--- src/rtl/dbtx_pkg.sv ---
`timescale 1ns/1ps
package dbtx_pkg;

    typedef enum logic [1:0] {
        LEN5 = 2'b00,
        LEN6 = 2'b01,
        LEN7 = 2'b10,
        LEN8 = 2'b11
    } len_e;

    typedef struct packed {
        len_e len;
        logic stop_long;
        logic par_off;
        logic par_even;
    } fmt_t;

    typedef enum logic [2:0] {
        PH_IDLE,
        PH_START,
        PH_DATA,
        PH_PAR,
        PH_STOP
    } phase_e;

    // number of data bits carried by a length code
    function automatic int unsigned data_bits(input len_e l);
        return 32'd5 + 32'(l);
    endfunction

    // length of the stop period in ticks
    function automatic int unsigned stop_ticks(input fmt_t f, input int unsigned tpb);
        if (!f.stop_long)
            return tpb;
        else if (f.len == LEN5)
            return tpb + tpb / 2;
        else
            return 2 * tpb;
    endfunction

endpackage

--- src/rtl/dbtx_init_timer.sv ---
`timescale 1ns/1ps
module dbtx_init_timer #(
    parameter int unsigned DELAY = 18
) (
    input  logic clk,
    input  logic mr,
    output logic ready
);
    localparam int unsigned CW = $clog2(DELAY + 1);

    logic [CW-1:0] cnt_q;
    logic          ready_q;

    always_ff @(posedge clk) begin
        if (mr) begin
            cnt_q   <= '0;
            ready_q <= 1'b0;
        end else if (!ready_q) begin
            cnt_q <= cnt_q + 1'b1;
            if (cnt_q == CW'(DELAY - 1))
                ready_q <= 1'b1;
        end
    end

    assign ready = ready_q;
endmodule

--- src/rtl/dbtx_holding.sv ---
`timescale 1ns/1ps
module dbtx_holding #(
    parameter int unsigned DATA_W = 8
) (
    input  logic              clk,
    input  logic              mr,
    input  logic              load_n,
    input  logic [DATA_W-1:0] din,
    input  logic              take,
    output logic [DATA_W-1:0] held,
    output logic              xfer,
    output logic              empty
);
    logic              strobe_q;
    logic              pend_q;
    logic              empty_q;
    logic [DATA_W-1:0] data_q;
    logic              rise;

    assign rise = load_n && !strobe_q;
    assign xfer = pend_q && take;

    always_ff @(posedge clk) begin
        if (mr) begin
            strobe_q <= 1'b1;
            pend_q   <= 1'b0;
            empty_q  <= 1'b1;
        end else begin
            strobe_q <= load_n;
            if (xfer) begin
                pend_q  <= 1'b0;
                empty_q <= 1'b1;
            end
            if (rise)
                pend_q <= 1'b1;
            if (!load_n)
                empty_q <= 1'b0;
        end
    end

    // the character itself survives reset
    always_ff @(posedge clk) begin
        if (!mr && !load_n)
            data_q <= din;
    end

    assign held  = data_q;
    assign empty = empty_q;
endmodule

--- src/rtl/dbtx_shifter.sv ---
`timescale 1ns/1ps
module dbtx_shifter
    import dbtx_pkg::*;
#(
    parameter int unsigned DATA_W = 8,
    parameter int unsigned TPB    = 16
) (
    input  logic              clk,
    input  logic              mr,
    input  logic              tick,
    input  logic              ready,
    input  logic              start,
    input  logic [DATA_W-1:0] data,
    input  fmt_t              fmt,
    output logic              txd,
    output logic              can_take,
    output logic              idle
);
    localparam int unsigned CW = $clog2(2 * TPB);
    localparam int unsigned BW = (DATA_W > 1) ? $clog2(DATA_W) : 1;

    phase_e            ph_q;
    logic [CW-1:0]     tcnt_q;
    logic [BW-1:0]     bit_q;
    logic [DATA_W-1:0] sh_q;
    logic              par_q;
    fmt_t              fmt_q;

    logic [DATA_W-1:0] masked;
    logic              bit_end;
    logic              stop_end;
    logic [BW-1:0]     last_bit;
    logic [CW-1:0]     stop_last;

    // clear the data bits above the selected length
    always_comb begin
        for (int i = 0; i < DATA_W; i++)
            masked[i] = data[i] && (i < int'(data_bits(fmt.len)));
    end

    assign last_bit  = BW'(data_bits(fmt_q.len) - 1);
    assign stop_last = CW'(stop_ticks(fmt_q, TPB) - 1);
    assign bit_end   = tick && (tcnt_q == CW'(TPB - 1));
    assign stop_end  = (ph_q == PH_STOP) && tick && (tcnt_q == stop_last);

    assign idle     = (ph_q == PH_IDLE);
    assign can_take = ready && (idle || stop_end);

    always_ff @(posedge clk) begin
        if (mr) begin
            ph_q   <= PH_IDLE;
            tcnt_q <= '0;
            bit_q  <= '0;
        end else if (start) begin
            ph_q   <= PH_START;
            tcnt_q <= '0;
            bit_q  <= '0;
            sh_q   <= masked;
            fmt_q  <= fmt;
            par_q  <= fmt.par_even ? (^masked) : ~(^masked);
        end else if (tick) begin
            unique case (ph_q)
                PH_START: begin
                    if (bit_end) begin
                        ph_q   <= PH_DATA;
                        tcnt_q <= '0;
                    end else begin
                        tcnt_q <= tcnt_q + 1'b1;
                    end
                end
                PH_DATA: begin
                    if (bit_end) begin
                        tcnt_q <= '0;
                        sh_q   <= sh_q >> 1;
                        if (bit_q == last_bit)
                            ph_q <= fmt_q.par_off ? PH_STOP : PH_PAR;
                        else
                            bit_q <= bit_q + 1'b1;
                    end else begin
                        tcnt_q <= tcnt_q + 1'b1;
                    end
                end
                PH_PAR: begin
                    if (bit_end) begin
                        ph_q   <= PH_STOP;
                        tcnt_q <= '0;
                    end else begin
                        tcnt_q <= tcnt_q + 1'b1;
                    end
                end
                PH_STOP: begin
                    if (stop_end) begin
                        ph_q   <= PH_IDLE;
                        tcnt_q <= '0;
                    end else begin
                        tcnt_q <= tcnt_q + 1'b1;
                    end
                end
                default: tcnt_q <= '0;
            endcase
        end
    end

    always_comb begin
        unique case (ph_q)
            PH_START: txd = 1'b0;
            PH_DATA:  txd = sh_q[0];
            PH_PAR:   txd = par_q;
            default:  txd = 1'b1;
        endcase
    end
endmodule

--- src/rtl/dbtx_top.sv ---
`timescale 1ns/1ps
module dbtx_top
    import dbtx_pkg::*;
#(
    parameter int unsigned DATA_W     = 8,
    parameter int unsigned TPB        = 16,
    parameter int unsigned INIT_DELAY = 18
) (
    input  logic              clk,
    input  logic              mr,
    input  logic              tick,
    input  logic              load_n,
    input  logic [DATA_W-1:0] din,
    input  logic [1:0]        len_sel,
    input  logic              stop_sel,
    input  logic              par_off,
    input  logic              par_even,
    output logic              txd,
    output logic              buf_empty,
    output logic              tx_empty
);
    logic              ready;
    logic              take;
    logic              xfer;
    logic              sh_idle;
    logic [DATA_W-1:0] held;
    fmt_t              fmt;

    assign fmt.len       = len_e'(len_sel);
    assign fmt.stop_long = stop_sel;
    assign fmt.par_off   = par_off;
    assign fmt.par_even  = par_even;

    dbtx_init_timer #(.DELAY(INIT_DELAY)) u_timer (
        .clk   (clk),
        .mr    (mr),
        .ready (ready)
    );

    dbtx_holding #(.DATA_W(DATA_W)) u_hold (
        .clk    (clk),
        .mr     (mr),
        .load_n (load_n),
        .din    (din),
        .take   (take),
        .held   (held),
        .xfer   (xfer),
        .empty  (buf_empty)
    );

    dbtx_shifter #(.DATA_W(DATA_W), .TPB(TPB)) u_shift (
        .clk      (clk),
        .mr       (mr),
        .tick     (tick),
        .ready    (ready),
        .start    (xfer),
        .data     (held),
        .fmt      (fmt),
        .txd      (txd),
        .can_take (take),
        .idle     (sh_idle)
    );

    assign tx_empty = ready && sh_idle;
endmodule

--- config.mk ---
export PLATFORM = sky130hd
export DESIGN_NAME = dbtx_top
export DESIGN_NICKNAME = d
export VERILOG_FILES = /design/src/rtl/dbtx_pkg.sv /design/src/rtl/dbtx_init_timer.sv /design/src/rtl/dbtx_holding.sv /design/src/rtl/dbtx_shifter.sv /design/src/rtl/dbtx_top.sv
export SDC_FILE = /design/constraint.sdc
export NUM_CORES = 1
export LEC_CHECK = 0
export BUFFER_PORTS_ARGS = -buffer_cell sky130_fd_sc_hd__buf_4
export CORE_UTILIZATION = 54
export CTS_BUF_LIST = sky130_fd_sc_hd__clkbuf_4
export DETAILED_ROUTE_END_ITERATION = 6
export PLACE_DENSITY = 0.77
export SYNTH_ARGS = -nofsm -noshare
export SYNTH_HDL_FRONTEND = slang
export SYNTH_HIERARCHICAL = 1
export SYNTH_SLANG_ARGS = --single-unit
--- constraint.sdc ---
create_clock -name clk -period 2.5 [get_ports clk]
set_input_delay 0.125 -clock clk [delete_from_list [all_inputs] [get_ports clk]]
set_output_delay 0.125 -clock clk [all_outputs]
set_load 0.02 [all_outputs]
==> results.sh, run 1 <==
export IMPL_cp_num_cells=8
export IMPL_drt_pass1_iter_count=4
export IMPL_grt_pass1_vias=1448
export IMPL_start_util_pct=57.62
export IMPL_cts_tree="yes"
export IMPL_placedCellCount=237
export IMPL_synth_main_ff_cell="edfxtp_1"
export IMPL_syn_instance_count=174
export IMPL_root_buffer="clkbuf_4"
export IMPL_final_hold_viol_count=0
export IMPL_synthDominantCellAreaShare_pct=32.04
export IMPL_synthArstFlopShare_pct=0
export IMPL_rows=21
export IMPL_cts_htree_levels=2
export IMPL_area_growth_pct=19.01
export IMPL_worstPathRequired_ns=2.78
export IMPL_vdd_drop_max_mv=0.4372
export IMPL_wirelength_um=3925
export IMPL_synth_cell_type_count=46
export IMPL_syn_area_mm2=0.001968
export IMPL_cpMaxStageDelayCell="edfxtp_1"
export IMPL_coreArea_mm2=0.003416
export IMPL_slowest_delay_ns=0.46
export IMPL_clockBufferDepth=2
export IMPL_p_per_area_mw_per_mm2=551.4
export IMPL_rsz0062_at_grt="no"
export IMPL_numCtsBuffers=5
export IMPL_r2r_cells=8
export IMPL_grt_pass1_wl_um=6630
export IMPL_syn_area_per_cell_um2=11.31
export IMPL_crit_path_start_kind="flop"
export IMPL_fillerInstances=258
export IMPL_power_mw=1.292
export IMPL_setup_ws_ns=0.1891
export IMPL_worstMarginPinSlew_ns=0.5473
export IMPL_grt_overflow=0
export IMPL_utilization_pct=68.57
export IMPL_cts_sinks=41
export IMPL_synth_common_cells="edfxtp_1, dfxtp_1, nor2_1"
export IMPL_numPortBuffers=19
export IMPL_dieArea_mm2=0.003890
export IMPL_synth_most_common_cell="edfxtp_1"
export IMPL_fin_cells=257
export IMPL_m1WireLength_um=1633
export IMPL_synth_edf_count=21
export IMPL_fin_crit_ns=2.311
export IMPL_seq_area_frac_synth_pct=52.38
export IMPL_grt_antenna_before_repair=0
export IMPL_post_place_ws_ns=0.2575
export IMPL_viasPerCell=5.444
export IMPL_cp_end_kind="flop"
export IMPL_hp_class="in -> reg"
export IMPL_max_cap_violations=0
export IMPL_max_freq_ghz=0.4327
export IMPL_cp_top_family="simple AND/OR/NAND/NOR gates"
export IMPL_via_count=1399
export IMPL_synth_top_area_cell="edfxtp_1"
export IMPL_grt_start_max_net_pins=15
export IMPL_drc=0
export IMPL_outcome="completed"
export IMPL_detailed_place_hpwl_um=2627
export IMPL_drt_iter0_drc=191
export IMPL_critical_path_class="reg -> reg"
export IMPL_p_leak_nw=0.8771
export IMPL_grt_util_all_layers_pct=22.71
export IMPL_nNetsFinal=232
export IMPL_antenna_cells=0
export IMPL_ios=20
export IMPL_wl_per_cell_um=15.27
export IMPL_wl_met2_um=2078
export IMPL_synthTopCellsByArea="edfxtp_1, dfxtp_1, xnor2_1, nor2_1, ha_1"
export IMPL_ctsResizeCount=0
export IMPL_die_w_um=62.37
export IMPL_min_period_over_period_pct=92.43
export IMPL_drive_gt1_share_pct=21.80
export IMPL_fin_skew_ns=0.02049
export IMPL_clkTransAtPathRegs_ns=0.13
export IMPL_syn_num_nets=196
export IMPL_insertion_delay_ns=0.36
export IMPL_die_h_um=62.37
export IMPL_cp_cell_sequence="nor3b_1 > xnor2_1 > o21ai_0 > and3_1 > and2_1 > or2_1 > or3_1 > a31oi_1"
export IMPL_holdPathStages=2
export IMPL_slew_viol_final=0
export IMPL_wl_met3_um=154
export IMPL_finalSetupViolCount=0
export IMPL_yosys_warnings=6
export IMPL_top_layer_used="met4"
export IMPL_path_buf_inv=0
export IMPL_tns_ns=0
export IMPL_ant_nets=0
export IMPL_worst_path_max_fanout=3
export IMPL_slew_headroom_pct=63.48
export IMPL_arrival_ns=2.59
export IMPL_gp_congestion=0.8838
export IMPL_synth_seq_cells=41
-- layout make-up --
type                       instances  area (µm²)  share of cell area (%)
inverter                          11       41.29                   1.763
tap                               46       57.56                   2.457
multi-input combinational        116       835.8                   35.68
clock inverter                     2       38.79                   1.656
clock buffer                       6       45.04                   1.923
sequential                        41        1031                   44.02
timing repair buffer              35       292.8                   12.50
-- state kept, by name (all words and copies together) (netlist names) --
| signal | cells |
|---|---|
| u_hold/held | 8 |
| u_shift/sh_q | 8 |
| u_shift/tcnt_q | 5 |
| u_timer/cnt_q | 5 |
| u_shift/fmt_q | 4 |
| u_shift/bit_q | 3 |
| u_shift/ph_q | 3 |
| u_hold/empty | 1 |
| u_hold/pend_q | 1 |
| u_hold/strobe_q | 1 |
| u_shift/par_q | 1 |
| u_timer/ready | 1 |
-- through the flow --
stage                     cell area, µm²  hold slack, ns
final                               2342         0.03007
after global routing                2342         0.01598
after CTS                           2342         0.01073
after detailed placement            2138          0.3043
after global placement              2138          0.3035
after floorplan                     1968          0.1874
-- path summary, 6_finish.rpt --
check                          from                 to  slack [ns]
setup reg to reg   u_shift/fmt_q[4]    u_shift/ph_q[2]        0.19
hold reg to reg   u_shift/tcnt_q[4]  u_shift/tcnt_q[4]        0.49
hold / removal                   mr      u_hold/pend_q        0.03
setup / recovery   u_shift/fmt_q[4]    u_shift/ph_q[2]        0.19
-- where the power goes --
group | leakage [nW] | switching, mW | total, mW | internal (mW)
logic | 0.479 | 0.0495 | 0.109 | 0.0599
clock network | 0.0459 | 0.222 | 0.446 | 0.224
registers | 0.352 | 0.0120 | 0.736 | 0.724
-- layout by cell type, fill, tap and decap left out, drive strengths merged, types with 2 or more instances in the layout --
cell type	synthesis	layout
nand2b	2	2
a21oi	7	7
dfxtp	20	20
clkbuf	1	6
and2	3	3
nand4b	3	3
or3	2	2
a311oi	4	4
nand4	3	3
nor2b	2	2
o21ai	9	9
inv	11	11
nor3b	2	2
nor2	21	21
nand2	10	10
edfxtp	21	21
xor2	7	7
mux2	5	5
ha	5	5
buf	5	23
xnor2	12	12
and3	2	2
a31oi	2	2
dlygate4sd3	0	12
a211oi	3	3
-- what timing repair did --
item	CTS	global route
hold endpoints to repair	12	0
hold buffers	12	0
setup buffers	0	0
endpoints found under the setup margin	0	0
-- per-layer routing --
metal	vias to the layer above	track usage (%)
met5	-	0
met4	0	7.849
met3	7	6.569
met2	37	40.80
met1	664	25.63
li1	691	-
-- logic make-up after synthesis --
kind of cell,Yosys count,synth area share [%]
and+or+nand+nor,56,15.07
DFF,41,52.38
AOI/OAI and AO/OA,30,11.63
xor gates and xnor gates,19,9.218
buffers and inverters,17,5.149
muxes,6,3.369
adders and majority gates,5,3.179
-- worst register-to-register path, delay by kind of cell (launching register included) --
family	cells	cell delay (ns)
XOR/XNOR	1	0.21
AO/OA/AOI/OAI	2	0.28
flip-flops	1	0.46
AND/OR/NAND/NOR	5	1.29
No activity file was read; power rests on OpenSTA's default activity.
==> run 2: changes to the inputs <==
- BUFFER_PORTS_ARGS: -buffer_cell sky130_fd_sc_hd__buf_4 -> -buffer_cell sky130_fd_sc_hd__buf_2
- PLACE_DENSITY: 0.77 -> 0.87
==> results.sh, run 2 (synthesized netlist as in run 1, its figures left out) <==
export IMPL_place_area_mm2=0.002083
export IMPL_start_util_pct=57.62
export IMPL_viasPerCell=5.445
export IMPL_slew_viol_final=0
export IMPL_wl_per_cell_um=14.46
export IMPL_dieArea_mm2=0.003890
export IMPL_wirelength_um=3701
export IMPL_outcome="completed"
export IMPL_placedCellCount=236
export IMPL_finalSetupViolCount=0
export IMPL_post_place_ws_ns=-0.01059
export IMPL_ant_nets=0
export IMPL_die_w_um=62.37
export IMPL_pwr_share_clk_pct=33.4
export IMPL_worstMarginPinSlew_ns=0.4947
export IMPL_rsz0062_at_grt="no"
export IMPL_final_common_cell="edfxtp_1"
export IMPL_arrival_ns=2.59
export IMPL_die_h_um=62.37
export IMPL_via_count=1394
export IMPL_grt_pass1_vias=1412
export IMPL_vdd_drop_max_mv=0.5113
export IMPL_gp_congestion=0.7849
export IMPL_grt_overflow=0
export IMPL_slew_headroom_pct=66.98
export IMPL_power_switching_mw=0.2617
export IMPL_fillerInstances=239
export IMPL_critical_path_class="reg -> reg"
export IMPL_p_per_area_mw_per_mm2=548.7
export IMPL_max_freq_ghz=0.4322
export IMPL_rows=21
export IMPL_clockBufferDepth=2
export IMPL_drt_pass1_iter_count=4
export IMPL_grt_pass1_wl_um=6341
export IMPL_fin_cells=256
export IMPL_max_cap_violations=0
export IMPL_sw_frac_of_total_pct=20.83
export IMPL_utilization_pct=67.03
export IMPL_cell_internal_pwr_mw=0.9946
export IMPL_root_buffer="clkbuf_4"
export IMPL_holdWs_ns=0.07792
export IMPL_hp_class="in -> reg"
export IMPL_drt_iter0_drc=55
export IMPL_drive_gt1_share_pct=21.90
export IMPL_grt_util_all_layers_pct=21.52
export IMPL_final_cell_mix="edfxtp_1, dfxtp_1, buf_2, nor2_1, dlygate4sd3_1"
export IMPL_cp_end_kind="flop"
export IMPL_area_growth_pct=16.34
export IMPL_antenna_cells=0
export IMPL_cts_tree="yes"
export IMPL_ios=20
export IMPL_power_mw=1.256
export IMPL_tns_ns=0
export IMPL_nNetsFinal=231
export IMPL_drc=0
export IMPL_fin_crit_ns=2.314
export IMPL_min_period_over_period_pct=92.54
export IMPL_worstPathRequired_ns=2.77
export IMPL_worst_path_max_fanout=7
export IMPL_final_hold_viol_count=0
export IMPL_crit_path_start_kind="flop"
export IMPL_coreArea_mm2=0.003416
export IMPL_setup_ws_ns=0.1865
export IMPL_fin_skew_ns=0.002945
export IMPL_p_leak_nw=0.8538
export IMPL_p_seq_share_pct=58.6
export IMPL_detailed_place_hpwl_um=2471
export IMPL_cts_sinks=41
export IMPL_numPortBuffers=19
export IMPL_post_cts_repair_setup_buffers=0
export IMPL_insertion_delay_ns=0.34
export IMPL_grt_antenna_before_repair=0
export IMPL_stdcell_area_mm2=0.002290
export IMPL_clkTransAtPathRegs_ns=0.11
export IMPL_numCtsBuffers=5
export IMPL_grt_start_max_net_pins=15
export IMPL_combPwrFrac_pct=8.0
export IMPL_cts_htree_levels=2
run 2: area by class of cell:
| type | count | area [µm²] | area share (%) |
|---|---|---|---|
| Sequential cell | 41 | 1031 | 45.03 |
| Multi-Input combinational cell | 116 | 843.3 | 36.83 |
| Timing Repair Buffer | 34 | 237.7 | 10.38 |
| Tap cell | 46 | 57.56 | 2.514 |
| Clock buffer | 6 | 45.04 | 1.967 |
| Inverter | 11 | 41.29 | 1.803 |
| Clock inverter | 2 | 33.78 | 1.475 |
run 2: power groups by stage:
| stage | clock network [mW] | logic (mW) | registers, mW |
|---|---|---|---|
| after floorplan | 0 | 0.0546 | 0.750 |
| after global placement | 0 | 0.0783 | 0.750 |
| after detailed placement | 0 | 0.0838 | 0.750 |
| after CTS | 0.432 | 0.0990 | 0.735 |
| after global routing | 0.463 | 0.111 | 0.739 |
| final | 0.420 | 0.100 | 0.736 |
run 2: path summary, 6_finish.rpt:
| check | from | end | slack (ns) | cells after the start |
|---|---|---|---|---|
| min | load_n | u_hold/pend_q | 0.08 | 3 |
| min reg2reg | u_shift/tcnt_q[4] | u_shift/tcnt_q[4] | 0.49 | 2 |
| max reg2reg | u_shift/fmt_q[4] | u_shift/tcnt_q[1] | 0.19 | 10 |
| max | u_shift/fmt_q[4] | u_shift/tcnt_q[1] | 0.19 | 10 |
run 2: critical path, stage by stage (launching register included):
cell and delay (ns):
edfxtp_1 0.46, nor3b_2 0.25, xnor2_1 0.20, o21ai_0 0.13, and3_1 0.23, and2_1 0.21, or2_1 0.25, buf_4 0.17
nor2_1 0.17, nand2_1 0.08, o21ai_1 0.09
run 2: per-layer routing:
metal | share of wire (%) | global-route usage [%] | vias to the layer above
li1 | - | - | 695
met1 | 42 | 25.63 | 650
met2 | 52 | 36.40 | 41
met3 | 5.1 | 6.387 | 8
met4 | 1.2 | 8.721 | 0
met5 | 0 | 0 | -
run 2: timing repair:
item | 4_1_cts | 5_1_grt
endpoints found under the hold margin | 12 | 0
hold buffers | 12 | 0
gates resized for setup | 0 | 2
setup endpoints to repair | 0 | 18
==> run 3: changes to the inputs <==
- CORE_MARGIN: default -> 1
- SYNTH_HIERARCHICAL: 1 -> default
==> results.sh, run 3 <==
export IMPL_vdd_drop_max_mv=0.4515
export IMPL_outcome="completed"
export IMPL_min_period_over_period_pct=91.08
export IMPL_slew_viol_final=0
export IMPL_syn_area_per_cell_um2=10.70
export IMPL_final_hold_viol_count=0
export IMPL_root_buffer="clkbuf_4"
export IMPL_area_growth_pct=18.03
export IMPL_slew_headroom_pct=56.86
export IMPL_synthDominantCellAreaShare_pct=32.92
export IMPL_final_common_cell="nor2_1"
export IMPL_rsz0062_at_grt="no"
export IMPL_drive_gt1_share_pct=19.25
export IMPL_insertion_delay_ns=0.35
export IMPL_fin_cells=259
export IMPL_die_h_um=61.56
export IMPL_final_cell_mix="nor2_1, edfxtp_1, dfxtp_1"
export IMPL_fin_crit_ns=2.277
export IMPL_worst_path_max_fanout=5
export IMPL_cts_sinks=41
export IMPL_post_place_ws_ns=0.2685
export IMPL_numPortBuffers=19
export IMPL_drt_iter0_drc=54
export IMPL_syn_instance_count=179
export IMPL_tns_ns=0
export IMPL_viasPerCell=5.444
export IMPL_wl_per_cell_um=13.95
export IMPL_p_per_area_mw_per_mm2=559.0
export IMPL_synthTopCellsByArea="edfxtp_1, dfxtp_1, xnor2_1, nor2_1, mux2_2"
export IMPL_synth_top_area_cell="edfxtp_1"
export IMPL_setup_ws_ns=0.2230
export IMPL_grt_antenna_before_repair=0
export IMPL_arrival_ns=2.52
export IMPL_rows=21
export IMPL_synth_cell_type_count=38
export IMPL_drt_pass1_iter_count=4
export IMPL_worstPathRequired_ns=2.75
export IMPL_dieArea_mm2=0.003790
export IMPL_max_cap_violations=0
export IMPL_via_count=1410
export IMPL_finalSetupViolCount=0
export IMPL_ios=20
export IMPL_ant_nets=0
export IMPL_synthArstFlopShare_pct=0
export IMPL_cts_tree="yes"
export IMPL_numCtsBuffers=5
export IMPL_synth_most_common_cell="nor2_1"
export IMPL_antenna_cells=0
export IMPL_grt_pass1_vias=1300
export IMPL_grt_util_all_layers_pct=21.16
export IMPL_crit_path_start_kind="flop"
export IMPL_worstMarginPinSlew_ns=0.6428
export IMPL_p_leak_nw=0.8296
export IMPL_max_freq_ghz=0.4392
export IMPL_seq_area_frac_synth_pct=53.82
export IMPL_grt_pass1_wl_um=5561
export IMPL_synth_common_cells="nor2_1, edfxtp_1, dfxtp_1"
export IMPL_fin_skew_ns=0.009920
export IMPL_synth_edf_count=21
export IMPL_cp_end_kind="flop"
export IMPL_grt_start_max_net_pins=15
export IMPL_ctsResizeCount=0
export IMPL_syn_num_nets=201
export IMPL_placedCellCount=239
export IMPL_drc=0
export IMPL_yosys_warnings=0
export IMPL_clockBufferDepth=2
export IMPL_synth_main_ff_cell="edfxtp_1"
export IMPL_cts_htree_levels=2
export IMPL_coreArea_mm2=0.003363
export IMPL_gp_congestion=0.8878
export IMPL_grt_overflow=0
export IMPL_nNetsFinal=234
export IMPL_critical_path_class="reg -> reg"
export IMPL_synth_seq_cells=41
export IMPL_start_util_pct=56.96
export IMPL_hp_class="in -> reg"
export IMPL_wirelength_um=3614
export IMPL_die_w_um=61.56
export IMPL_clkTransAtPathRegs_ns=0.11
export IMPL_detailed_place_hpwl_um=2386
export IMPL_syn_area_mm2=0.001916
## run 3: metal layers
metal | up-vias | GRT usage, % | part of all wire [%]
li1 | 701 | - | -
met1 | 665 | 24.39 | 41
met2 | 34 | 35.33 | 52
met3 | 10 | 5.882 | 4.2
met4 | 0 | 12.06 | 2.4
met5 | - | 0 | 0
## run 3: what timing repair did
| action | in CTS | in global routing |
|---|---|---|
| endpoints found under the setup margin | 0 | 0 |
| setup buffers | 0 | 0 |
| hold buffers | 12 | 0 |
| hold endpoints to repair | 12 | 0 |
## run 3: cells by family (layout without fill, tap and decap cells)
family / Yosys count / count (layout) / share of synthesized area, %
adder cells (fa/ha/maj): 5 / 5 / 3.266
AO/OA/AOI/OAI: 29 / 29 / 9.602
buffers and inverters: 17 / 51 / 3.527
flip-flops: 41 / 41 / 53.82
XOR/XNOR: 18 / 18 / 8.230
AND/OR/NAND/NOR: 61 / 61 / 16.92
multiplexers: 8 / 8 / 4.638
## run 3: where the power goes
part / switching, mW / total, mW / leakage (nW) / internal [mW]
Combinational: 0.0464 / 0.0971 / 0.429 / 0.0507
Sequential: 0.0118 / 0.735 / 0.355 / 0.723
Clock: 0.208 / 0.432 / 0.0459 / 0.224
Total: 0.266 / 1.26 / 0.830 / 0.998
## run 3: critical path, stage by stage, from the launching register on
cell      delay (ns)
dfxtp_1         0.38
ha_1            0.25
and3_1          0.19
ha_1            0.24
nand4b_1        0.16
a311oi_1        0.60
mux2i_1         0.30
nor2_1          0.06
## run 3: worst paths after layout
path	start	end	slack [ns]	depth (start not counted)
setup / recovery	u_shift.tcnt_q[0]	u_shift.bit_q[1]	0.22	7
hold / removal	len_sel[1]	u_shift.fmt_q[4]	0.02	1
setup reg to reg	u_shift.tcnt_q[0]	u_shift.bit_q[1]	0.22	7
hold reg to reg	u_hold.strobe_q	u_hold.pend_q	0.51	2
## run 3: through the flow
step           power, mW  utilization, %  hold WS (ns)  area (µm²)
5_1_grt            1.311           67.22      0.003645        2261
6_report           1.264           67.22       0.02486        2261
2_1_floorplan     0.8015               -        0.2239        1916
4_1_cts            1.269           67.22     0.0007280        2261
3_5_place_dp      0.8279           61.16        0.3031        2057
3_3_place_gp      0.8233           61.16        0.3016        2057
## run 3: final cells by class
type,instances,area [µm²]
fill,282,1102
sequential,41,1031
multi-input combinational,121,817.0
timing repair buffer,34,237.7
tap,46,57.56
clock buffer,6,45.04
clock inverter,2,38.79
inverter,9,33.78
